$ cat config.mk
export PLATFORM = sky130hd
export DESIGN_NAME = i2c_bitclk_gen
export DESIGN_NICKNAME = d
export VERILOG_FILES = /design/src/rtl/i2c_bitclk_pkg.sv /design/src/rtl/i2c_bitclk_divreg.sv /design/src/rtl/i2c_bitclk_prescaler.sv /design/src/rtl/i2c_bitclk_phase.sv /design/src/rtl/i2c_bitclk_gen.sv
export SDC_FILE = /design/constraint.sdc
export NUM_CORES = 1
export LEC_CHECK = 0
export BUFFER_PORTS_ARGS = -buffer_cell sky130_fd_sc_hd__buf_2
export CELL_PAD_IN_SITES_DETAIL_PLACEMENT = 0
export CELL_PAD_IN_SITES_GLOBAL_PLACEMENT = 1
export CORE_MARGIN = 2
export CORE_UTILIZATION = 31
export CTS_CLUSTER_SIZE = 20
export DETAILED_ROUTE_END_ITERATION = 16
export PLACE_DENSITY = 0.57
export SLEW_MARGIN = 20
export SYNTH_ARGS = -nofsm -noshare
export SYNTH_HDL_FRONTEND = slang
export SYNTH_SLANG_ARGS = --single-unit
$ cat constraint.sdc
create_clock -name clk -period 6.45 [get_ports clk]
set_clock_uncertainty 0.1 [all_clocks]
set_input_delay 0.645 -clock clk [delete_from_list [all_inputs] [get_ports clk]]
set_output_delay 0.645 -clock clk [all_outputs]
set_load 0.02 [all_outputs]
$ cat src/rtl/i2c_bitclk_pkg.sv
package i2c_bitclk_pkg;

  typedef struct packed {
    logic [1:0] mul_sel;
    logic [2:0] pre_sel;
    logic [2:0] tap_sel;
  } div_cfg_t;

  function automatic int mul_factor(logic [1:0] sel);
    case (sel)
      2'd1:    return 2;
      2'd2:    return 4;
      default: return 1;
    endcase
  endfunction

  function automatic int pre_factor(logic [2:0] sel);
    return 2 * (int'(sel) + 1);
  endfunction

  function automatic int tick_len(div_cfg_t c);
    return mul_factor(c.mul_sel) * pre_factor(c.pre_sel);
  endfunction

  function automatic int scl_taps(logic [2:0] sel);
    case (sel)
      3'd0:    return 5;
      3'd1:    return 6;
      3'd2:    return 7;
      3'd3:    return 8;
      3'd4:    return 9;
      3'd5:    return 10;
      3'd6:    return 12;
      default: return 15;
    endcase
  endfunction

  function automatic int sda_taps(logic [2:0] sel);
    return int'(sel[2:1]) + 1;
  endfunction

endpackage

$ cat src/rtl/i2c_bitclk_divreg.sv
module i2c_bitclk_divreg
  import i2c_bitclk_pkg::*;
(
  input  logic       clk,
  input  logic       rst_n,
  input  logic       en,
  input  logic       we,
  input  logic [7:0] wdata,
  input  logic       scl_fall,
  output logic [7:0] rdata,
  output div_cfg_t   act
);

  logic [7:0] reg_q;

  always_ff @(posedge clk or negedge rst_n) begin
    if (!rst_n)  reg_q <= 8'h00;
    else if (we) reg_q <= wdata;
  end

  // Active settings reload only when idle or on an SCL fall (old register value).
  always_ff @(posedge clk or negedge rst_n) begin
    if (!rst_n)                act <= '0;
    else if (!en || scl_fall)  act <= div_cfg_t'(reg_q);
  end

  assign rdata = reg_q;

endmodule

$ cat src/rtl/i2c_bitclk_prescaler.sv
module i2c_bitclk_prescaler #(
  parameter int LEN_W = 7
) (
  input  logic             clk,
  input  logic             rst_n,
  input  logic             en,
  input  logic [LEN_W-1:0] len,
  output logic             tick
);

  logic [LEN_W-1:0] cnt_q;
  logic             last;

  assign last = (cnt_q == len - LEN_W'(1));
  assign tick = en && last;

  always_ff @(posedge clk or negedge rst_n) begin
    if (!rst_n)     cnt_q <= '0;
    else if (!en)   cnt_q <= '0;
    else if (last)  cnt_q <= '0;
    else            cnt_q <= cnt_q + LEN_W'(1);
  end

endmodule

$ cat src/rtl/i2c_bitclk_phase.sv
module i2c_bitclk_phase #(
  parameter int TAP_W = 4
) (
  input  logic             clk,
  input  logic             rst_n,
  input  logic             en,
  input  logic             tick,
  input  logic [TAP_W-1:0] scl_taps,
  input  logic [TAP_W-1:0] sda_taps,
  output logic             scl,
  output logic             sda_stb,
  output logic             scl_fall
);

  logic [TAP_W-1:0] half_q;
  logic             half_last;
  logic             sda_hit;

  assign half_last = (half_q == scl_taps - TAP_W'(1));
  assign sda_hit   = (half_q == sda_taps - TAP_W'(1));
  assign scl_fall  = tick && half_last && scl;

  always_ff @(posedge clk or negedge rst_n) begin
    if (!rst_n) begin
      half_q  <= '0;
      scl     <= 1'b1;
      sda_stb <= 1'b0;
    end else if (!en) begin
      half_q  <= '0;
      scl     <= 1'b1;
      sda_stb <= 1'b0;
    end else begin
      sda_stb <= tick && !scl && sda_hit;
      if (tick) begin
        if (half_last) begin
          half_q <= '0;
          scl    <= ~scl;
        end else begin
          half_q <= half_q + TAP_W'(1);
        end
      end
    end
  end

endmodule

$ cat src/rtl/i2c_bitclk_gen.sv
module i2c_bitclk_gen
  import i2c_bitclk_pkg::*;
#(
  parameter int MAX_TICK_LEN = 64,
  parameter int MAX_TAPS     = 15
) (
  input  logic       clk,
  input  logic       rst_n,
  input  logic       enable,
  input  logic       div_we,
  input  logic [7:0] div_wdata,
  output logic [7:0] div_rdata,
  output logic       scl_o,
  output logic       sda_stb_o
);

  localparam int LEN_W = $clog2(MAX_TICK_LEN + 1);
  localparam int TAP_W = $clog2(MAX_TAPS + 1);

  div_cfg_t         act_cfg;
  logic [7:0]       act_bits_w;
  logic [LEN_W-1:0] len_w;
  logic [TAP_W-1:0] scl_taps_w;
  logic [TAP_W-1:0] sda_taps_w;
  logic             tick_w;
  logic             scl_fall_w;

  assign act_bits_w = act_cfg;
  assign len_w      = LEN_W'(tick_len(act_cfg));
  assign scl_taps_w = TAP_W'(scl_taps(act_cfg.tap_sel));
  assign sda_taps_w = TAP_W'(sda_taps(act_cfg.tap_sel));

  i2c_bitclk_divreg u_divreg (
    .clk      (clk),
    .rst_n    (rst_n),
    .en       (enable),
    .we       (div_we),
    .wdata    (div_wdata),
    .scl_fall (scl_fall_w),
    .rdata    (div_rdata),
    .act      (act_cfg)
  );

  i2c_bitclk_prescaler #(.LEN_W(LEN_W)) u_pre (
    .clk   (clk),
    .rst_n (rst_n),
    .en    (enable),
    .len   (len_w),
    .tick  (tick_w)
  );

  i2c_bitclk_phase #(.TAP_W(TAP_W)) u_phase (
    .clk      (clk),
    .rst_n    (rst_n),
    .en       (enable),
    .tick     (tick_w),
    .scl_taps (scl_taps_w),
    .sda_taps (sda_taps_w),
    .scl      (scl_o),
    .sda_stb  (sda_stb_o),
    .scl_fall (scl_fall_w)
  );

endmodule

# Yosys cells after proc, flatten, opt, wreduce, memory -nomap -nowiden
# Cells that the tools add are included.
# classes
n_addsub	7
n_reduce_logical	10
n_mux	11
n_eq_ne	13
multipliers	1
n_bitwise	1
# op_table
operator	n
$mul A32 B5 Y6	1
$pmux W4 S7	1
$mux W7	2
$mux W4	3
$eq A3 B3 Y1 const B	3
$eq A4 B4 Y1	2
$add A7 B1 Y7 const B	1
$eq A7 B7 Y1	1
$sub A7 B1 Y7 const B	1
$eq A3 B2 Y1 const B	2
$pmux W3 S2	1
$logic_and A1 B1 Y1	5
$add A3 B1 Y4 const B	1
$add A4 B1 Y4 const B	1
$mux W1	4
$ne A2 B1 Y1 const B	2
$sub A3 B1 Y4 const B	1
$sub A4 B1 Y4 const B	1
$add A2 B1 Y3 const B	1
$eq A3 B1 Y1 const B	1
$logic_not A3 Y1	1
$eq A2 B1 Y1 const B	1
$eq A2 B2 Y1 const B	1
$logic_not A1 Y1	2
other kinds (3)	3
# totals
input_bits	12
ff_bits	29
word_cells	51
output_inout_bits	10

# Longest topological paths before layout
# Gate-level depths: netlist of run 1.
# logic_depth
ltp_word	9
ltp_mapped	15
mapped_depth_nobuf	14

# Cells and area by module
# From an unflattened synthesis of run 1, not the netlist that was laid out.
# hier_totals
hier_cells	195
area_unflattened_um2	2109.5
# modules_own_cells
mod	cells_per_inst	instances	seq_area_each_um2	area_per_inst_um2
i2c_bitclk_divreg	35	1	400.4	640.6
i2c_bitclk_prescaler	62	1	175.2	575.6
i2c_bitclk_phase	52	1	151.4	481.7
i2c_bitclk_gen	46	1	0.0	411.6

# Least setup slack after synthesis of run 1
# No wires, ideal clock.
# synth_timing
kind	register to register
startpoint	register u_divreg.act[3] in the netlist's numbering
endpoint	register u_divreg.act[0] in the netlist's numbering
path_stages_with_launch	14
setup_ns	0.125
arrival_ns	3.723
n_path_buf	0
required_time_ns	6.225
period_less_slack_ns	3.947
slack_ns	2.503
cell_sequence	dfrtp_1 ha_1 xor2_1 and2_1 ha_1 inv_1 fa_1 inv_1 fa_1 nor4_1 xnor3_1 nand4_2 o31ai_4 mux2_2
# synth_via
elab_chain_cells	8
# synth_lines
element	line_no	rtl
start, declared	i2c_bitclk_divreg.sv:11	output div_cfg_t act
start signal, assigned	i2c_bitclk_divreg.sv:24	else if (!en || scl_fall) act <= div_cfg_t'(reg_q);
$add A3 B1 Y4	i2c_bitclk_pkg.sv:18	return 2 * (int'(sel) + 1);
$mul A32 B5 Y6	i2c_bitclk_pkg.sv:22	return mul_factor(c.mul_sel) * pre_factor(c.pre_sel);
$sub A7 B1 Y7	i2c_bitclk_prescaler.sv:14	assign last = (cnt_q == len - LEN_W'(1));
$eq A7 B7 Y1	i2c_bitclk_prescaler.sv:14	
$logic_and A1 B1 Y1	i2c_bitclk_prescaler.sv:15	assign tick = en && last;
$logic_and A1 B1 Y1 (2 in series)	i2c_bitclk_phase.sv:21	assign scl_fall = tick && half_last && scl;
$logic_or A1 B1 Y1	i2c_bitclk_divreg.sv:24	
# No other way between the ends.
# A chain may end at the register's enable or synchronous reset.

# Worst setup path after layout of run 1
# Same ends and word-level chain as after synthesis.

==> results.cfg, run 1 <==
[die]
core_region_area_sq_mm = 0.00585
die-area_sq_mm = 0.00662
io_pins = 22
die_w_um = 81.4
initial_utilization_pct = 31.7
rows = 28
die_y_um = 81.4

[logic_synthesis]
synth.area.top_cells = dfrtp_1, ha_1, mux2_2
synth.top_cell.area_share_pct = 37.7
synth_flop_cell = dfrtp_1
ys_ff_latch = 29
synth.distinct_cells = 37
syn-cell-area_sq_mm = 0.00186
syn_avg_cell_area_sq_um = 11.3
synth_edf_count = 0
syn_inst = 164
ys_seq_area_share_pct = 39.2
async_reset_ff_share_pct = 100
synth_fp_nets = 194
synth_top_area_cell = dfrtp_1
yosys_warnings = 0

[power_and_ir_drop]
power_density_mw_per_mm2 = 287
p_leak_nw = 1.04
p_total_mw = 0.619
peakVddDrop_uv = 89.0

[finish]
final_cells = 265
drive_gt1_share_pct = 25.8
antenna_cells = 0
num-fill-cells = 591
finalCoreUtilization_pct = 36.9
layout_commonest_cell = dfrtp_1
final_nets = 219
layout_common_cells = dfrtp_1, buf_2, mux2_2, ha_1, xnor2_1
area_growth_syn_to_layout_pct = 16.4

[setup_path]
startpoint_type = flop
cp.required_ns = 6.52
critical_path.slowest_cell = o31ai_4
path_cells = ha_1 -> xor2_1 -> and2_1 -> ha_1 -> inv_1 -> fa_1 -> inv_1 -> fa_1 -> nor4_1 -> xnor3_1 -> nand4_2 -> o31ai_4 -> mux2_2
slowest_delay_ns = 0.57
path_class = reg -> reg
crit_path_max_fanout = 13
cp-end-kind = flop
worstPathArrival_ns = 4.58

[clock_network]
postCtsSetupBuffers = 0
cts_buffers = 5
clk_pin_slew_ns = 0.07
cts_tree = built
cts.htree.levels = 2
cts_buffer_depth = 2
cts_root_buf = clkbuf_8
cts_sinks = 29
post_cts_resize_count = 0
insertion_delay_ns = 0.28
cts_hold_buffers = 0

[global_routing]
overflow = 0
grt_max_degree = 30
grt_pass1_wl_mm = 6.53
antenna_found_initial = 0
grt_use_total_pct = 13.0
grt_pass1_vias = 1347

[route]
antenna_left = 0
drt_iter0_markers = 49
wl_per_cell_um = 13.2
route.vias.total = 1250
route.detailed.drc = 0
viasPerCell = 4.72
drt_wl_total_mm = 3.50
first_pass_iters = 4

[flow_run]
maxCapViolCount = 0

[timing]
period_share_pct = 70.0
maxSlewViolCount = 0
worstMarginPinSlew_ns = 0.709
layout_min_cycle_time_ns = 4.52
timing.slew.headroom_pct = 52.7
hold_viol = 0
whs_ns = 0.291
setup_viol = 0
setup_tns_ns = 0
rsz0062_at_grt = no
fmax_mhz = 221

[status]
status = complete, no violations

[placement]
routabilityCongestion = 0.734
dp_cells = 257
io_buffers = 21
hpwlAfterDp_mm = 2.65

[worst_hold_path]
hp-class = in -> async
==> flip-flops by register name, indices dropped and copies added, names as in the netlist <==
name and flops:
u_divreg.act 8, u_divreg.rdata 8, u_pre.cnt_q 7, u_phase.half_q 4, u_phase.scl 1, u_phase.sda_stb 1
==> per-layer routing <==
| layer | global-route usage, % | routed length (um) |
|---|---|---|
| met4 | 6.10 | 76 |
| met5 | 0 | 0 |
| met3 | 3.33 | 87 |
| met1 | 17.3 | 1700 |
| met2 | 19.8 | 1640 |
==> cell type report <==
cell class / count / area, sq um / area share [%]
tap: 75 / 93.8 / 4.34
inverter: 9 / 33.8 / 1.56
multi-input combinational: 123 / 1080 / 50.0
clock inverter: 2 / 37.5 / 1.74
clock buffer: 6 / 82.6 / 3.82
timing repair buffer: 21 / 105 / 4.86
sequential: 29 / 727 / 33.6
==> final timing paths <==
check / from / to / slack (ns) / depth (start not counted)
max: u_divreg.act[3]$_DFFE_PN0P_ / u_divreg.act[0]$_DFFE_PN0P_ / 1.93 / 13
max in group asynchronous: rst_n / u_pre.cnt_q[1]$_DFF_PN0_ / 5.53 / 1
min: rst_n / u_divreg.rdata[2]$_DFFE_PN0P_ / 0.29 / 1
min reg2reg: u_pre.cnt_q[0]$_DFF_PN0_ / u_pre.cnt_q[0]$_DFF_PN0_ / 0.38 / 1
min in group clk: u_pre.cnt_q[0]$_DFF_PN0_ / u_pre.cnt_q[0]$_DFF_PN0_ / 0.38 / 1
max reg2reg: u_divreg.act[3]$_DFFE_PN0P_ / u_divreg.act[0]$_DFFE_PN0P_ / 1.93 / 13
==> through the flow <==
stage | setup WS [ns] | instance area (sq um)
after floorplan | 2.50 | 1860
after global placement | 2.10 | 2040
after detailed placement | 1.92 | 2040
after CTS | 1.91 | 2160
after global routing | 1.60 | 2160
final | 1.93 | 2160
==> power by group <==
part | leakage (nW) | switching, mW | internal (mW)
Combinational | 0.617 | 0.103 | 0.101
Sequential | 0.363 | 0.0205 | 0.198
Clock | 0.0574 | 0.0715 | 0.125
Total | 1.04 | 0.195 | 0.424
==> logic make-up after synthesis <==
| group | synth area share [%] |
|---|---|
| mux | 10.2 |
| buf+inv | 2.63 |
| simple gates | 16.0 |
| fa+ha+maj | 12.9 |
| flops | 39.2 |
| compound gates | 4.45 |
| xor+xnor | 14.6 |
==> critical path: cells and delay by family, from the launching register on <==
kind,cells,cell delay (ns)
simple gates,3,0.81
buf+inv,2,0.12
flops,1,0.45
xor+xnor,2,0.37
mux,1,0.39
compound gates,1,0.57
fa+ha+maj,4,1.57
==> synthesized netlist by cell type, types with 2 or more instances <==
cell,instances
dfrtp_1,28
ha_1,16
mux2_2,16
xnor2_1,12
xor2_1,11
inv_1,9
nand3_1,8
nor2_1,8
and2_1,7
nor2b_1,5
nand2_1,4
o21ai_0,4
and3_1,3
nand3b_1,3
a21boi_0,2
a21oi_1,2
clkbuf_1,2
fa_1,2
nand4_1,2
nor4_1,2
xnor3_1,2
No activity file was read; power rests on OpenSTA's default activity.
==> inputs of run 2 (changes only) <==
- clock period: 6.45 -> 4.7 ns (I/O delays scaled with it)
==> results.cfg, run 2 (synthesis results as in run 1) <==
[power_and_ir_drop]
switching_share_pct = 33.9
power.share.clock_pct = 25.0
power_density_mw_per_mm2 = 364
pwr-share-seq_pct = 38.7
share_comb_of_total_power_pct = 36.3
p_leak_nw = 1.03
internal-power_mw = 0.513
peakVddDrop_uv = 147
p_sw_mw = 0.263

[timing]
period_share_pct = 90.2
worstMarginPinSlew_ns = 0.805
timing.slew.headroom_pct = 46.3
hold_viol = 0
rsz0062_at_grt = no
maxSlewViolCount = 0
fmax_mhz = 236
layout_min_cycle_time_ns = 4.24
setup_viol = 0
setup_tns_ns = 0

[setup_path]
worstPathArrival_ns = 4.30
startpoint_type = flop
path_cells = ha_1 -> xor2_1 -> and2_1 -> ha_1 -> inv_1 -> fa_1 -> inv_1 -> fa_1 -> nor4_1 -> xnor3_1 -> nand4_2 -> o31ai_4 -> mux2_2
cp-end-kind = flop
endpoint = u_divreg.act[0]$_DFFE_PN0P_
reg2reg_from = u_divreg.act[3]$_DFFE_PN0P_
cp.required_ns = 4.76
crit_path_max_fanout = 8
worst_r2r_path_depth = 13
regToRegSetupSlack_ns = 0.46
slowest_delay_ns = 0.53
path_class = reg -> reg
r2r-end = u_divreg.act[0]$_DFFE_PN0P_
critical_path.slowest_cell = fa_1
startpoint = u_divreg.act[3]$_DFFE_PN0P_

[clock_network]
clk_pin_slew_ns = 0.06
cts_buffer_depth = 2
post_cts_resize_count = 0
cts_root_buf = clkbuf_8
cts.htree.levels = 2
postCtsSetupBuffers = 0
cts_buffers = 5
insertion_delay_ns = 0.27
cts_sinks = 29
cts_hold_buffers = 0
cts_tree = built

[die]
initial_utilization_pct = 31.7
die_w_um = 81.4
io_pins = 22
rows = 28
core_region_area_sq_mm = 0.00585
die-area_sq_mm = 0.00662
die_y_um = 81.4

[finish]
final_nets = 220
area_growth_syn_to_layout_pct = 15.0
layout_commonest_cell = dfrtp_1
drive_gt1_share_pct = 26.2
layout_common_cells = dfrtp_1, buf_2, mux2_2, ha_1, xnor2_1
antenna_cells = 0
final_cells = 266

[global_routing]
overflow = 0
antenna_found_initial = 0
grt_max_degree = 30
grt_use_total_pct = 12.7
grt_pass1_vias = 1314
grt_pass1_wl_mm = 6.26

[flow_run]
maxCapViolCount = 0

[worst_hold_path]
hp-class = in -> async

[route]
first_pass_iters = 4
wl_per_cell_um = 13.2
antenna_left = 0
drt_wl_total_mm = 3.51
viasPerCell = 4.68
drt_iter0_markers = 46
route.detailed.drc = 0
route.vias.total = 1245

[placement]
dp_cells = 258
routabilityCongestion = 0.702
hpwlAfterDp_mm = 2.75
io_buffers = 21

[status]
status = complete, no violations
[run 2: worst max-delay path: cells and delay by family, from the launching register on]
| family | cells | cell delay, ns |
|---|---|---|
| flip-flops | 1 | 0.46 |
| XOR/XNOR | 2 | 0.37 |
| AND/OR/NAND/NOR | 3 | 0.64 |
| buffers and inverters | 2 | 0.12 |
| AO/OA/AOI/OAI | 1 | 0.46 |
| adder cells (fa/ha/maj) | 4 | 1.57 |
| multiplexers | 1 | 0.39 |
[run 2: how the worst min path moves through the flow]
| stage | start | to | slack (ns) | cells after the start |
|---|---|---|---|---|
| 2_1_floorplan | rst_n | u_divreg.act[0]$_DFFE_PN0P_ | 0.07 | 0 |
| 3_3_place_gp | u_pre.cnt_q[0]$_DFF_PN0_ | u_pre.cnt_q[0]$_DFF_PN0_ | 0.37 | 1 |
| 3_5_place_dp | u_pre.cnt_q[0]$_DFF_PN0_ | u_pre.cnt_q[0]$_DFF_PN0_ | 0.39 | 1 |
| 4_1_cts | rst_n | u_phase.half_q[3]$_DFFE_PN0P_ | 0.14 | 1 |
| 5_1_grt | rst_n | u_phase.half_q[0]$_DFFE_PN0P_ | 0.18 | 1 |
| 6_report | rst_n | u_divreg.rdata[2]$_DFFE_PN0P_ | 0.13 | 1 |
[run 2: routing by layer]
| metal | routed length, um | up-vias | share of wire (%) | track usage, % |
|---|---|---|---|---|
| met1 | 1660 | 608 | 47 | 15.7 |
| met3 | 80 | 5 | 2.3 | 3.33 |
| met2 | 1710 | 12 | 49 | 20.4 |
| met5 | 0 | - | 0 | 0 |
| met4 | 68 | 0 | 1.9 | 6.10 |
| li1 | - | 620 | - | - |
[run 2: cell type report]
class                   count  area [sq um]
fillers                   597          3720
multi-input cells         123          1080
flip-flops and latches     29           727
repair buffers             22           113
well taps                  75          93.8
clock buffers               5          68.8
inverters                   9          33.8
clock inverters             3          17.5
[run 2: power groups by stage]
| stage | sequential, mW | combinational, mW | clock [mW] |
|---|---|---|---|
| detailed placement | 0.305 | 0.283 | 0 |
| finish | 0.300 | 0.282 | 0.194 |
| floorplan | 0.305 | 0.219 | 0 |
| CTS | 0.301 | 0.287 | 0.203 |
| global placement | 0.303 | 0.278 | 0 |
| global route | 0.304 | 0.327 | 0.218 |
[run 2: metrics by stage]
step | cell area, sq um | hold WS [ns] | setup slack (ns) | util, % | power [mW]
after CTS | 2130 | 0.142 | 0.429 | 36.5 | 0.790
after global placement | 2050 | 0.371 | 0.538 | 35.0 | 0.581
after global routing | 2130 | 0.177 | 0.175 | 36.5 | 0.850
final | 2130 | 0.125 | 0.460 | 36.5 | 0.776
after floorplan | 1860 | 0.0744 | 0.753 | - | 0.524
after detailed placement | 2050 | 0.387 | 0.448 | 35.0 | 0.588
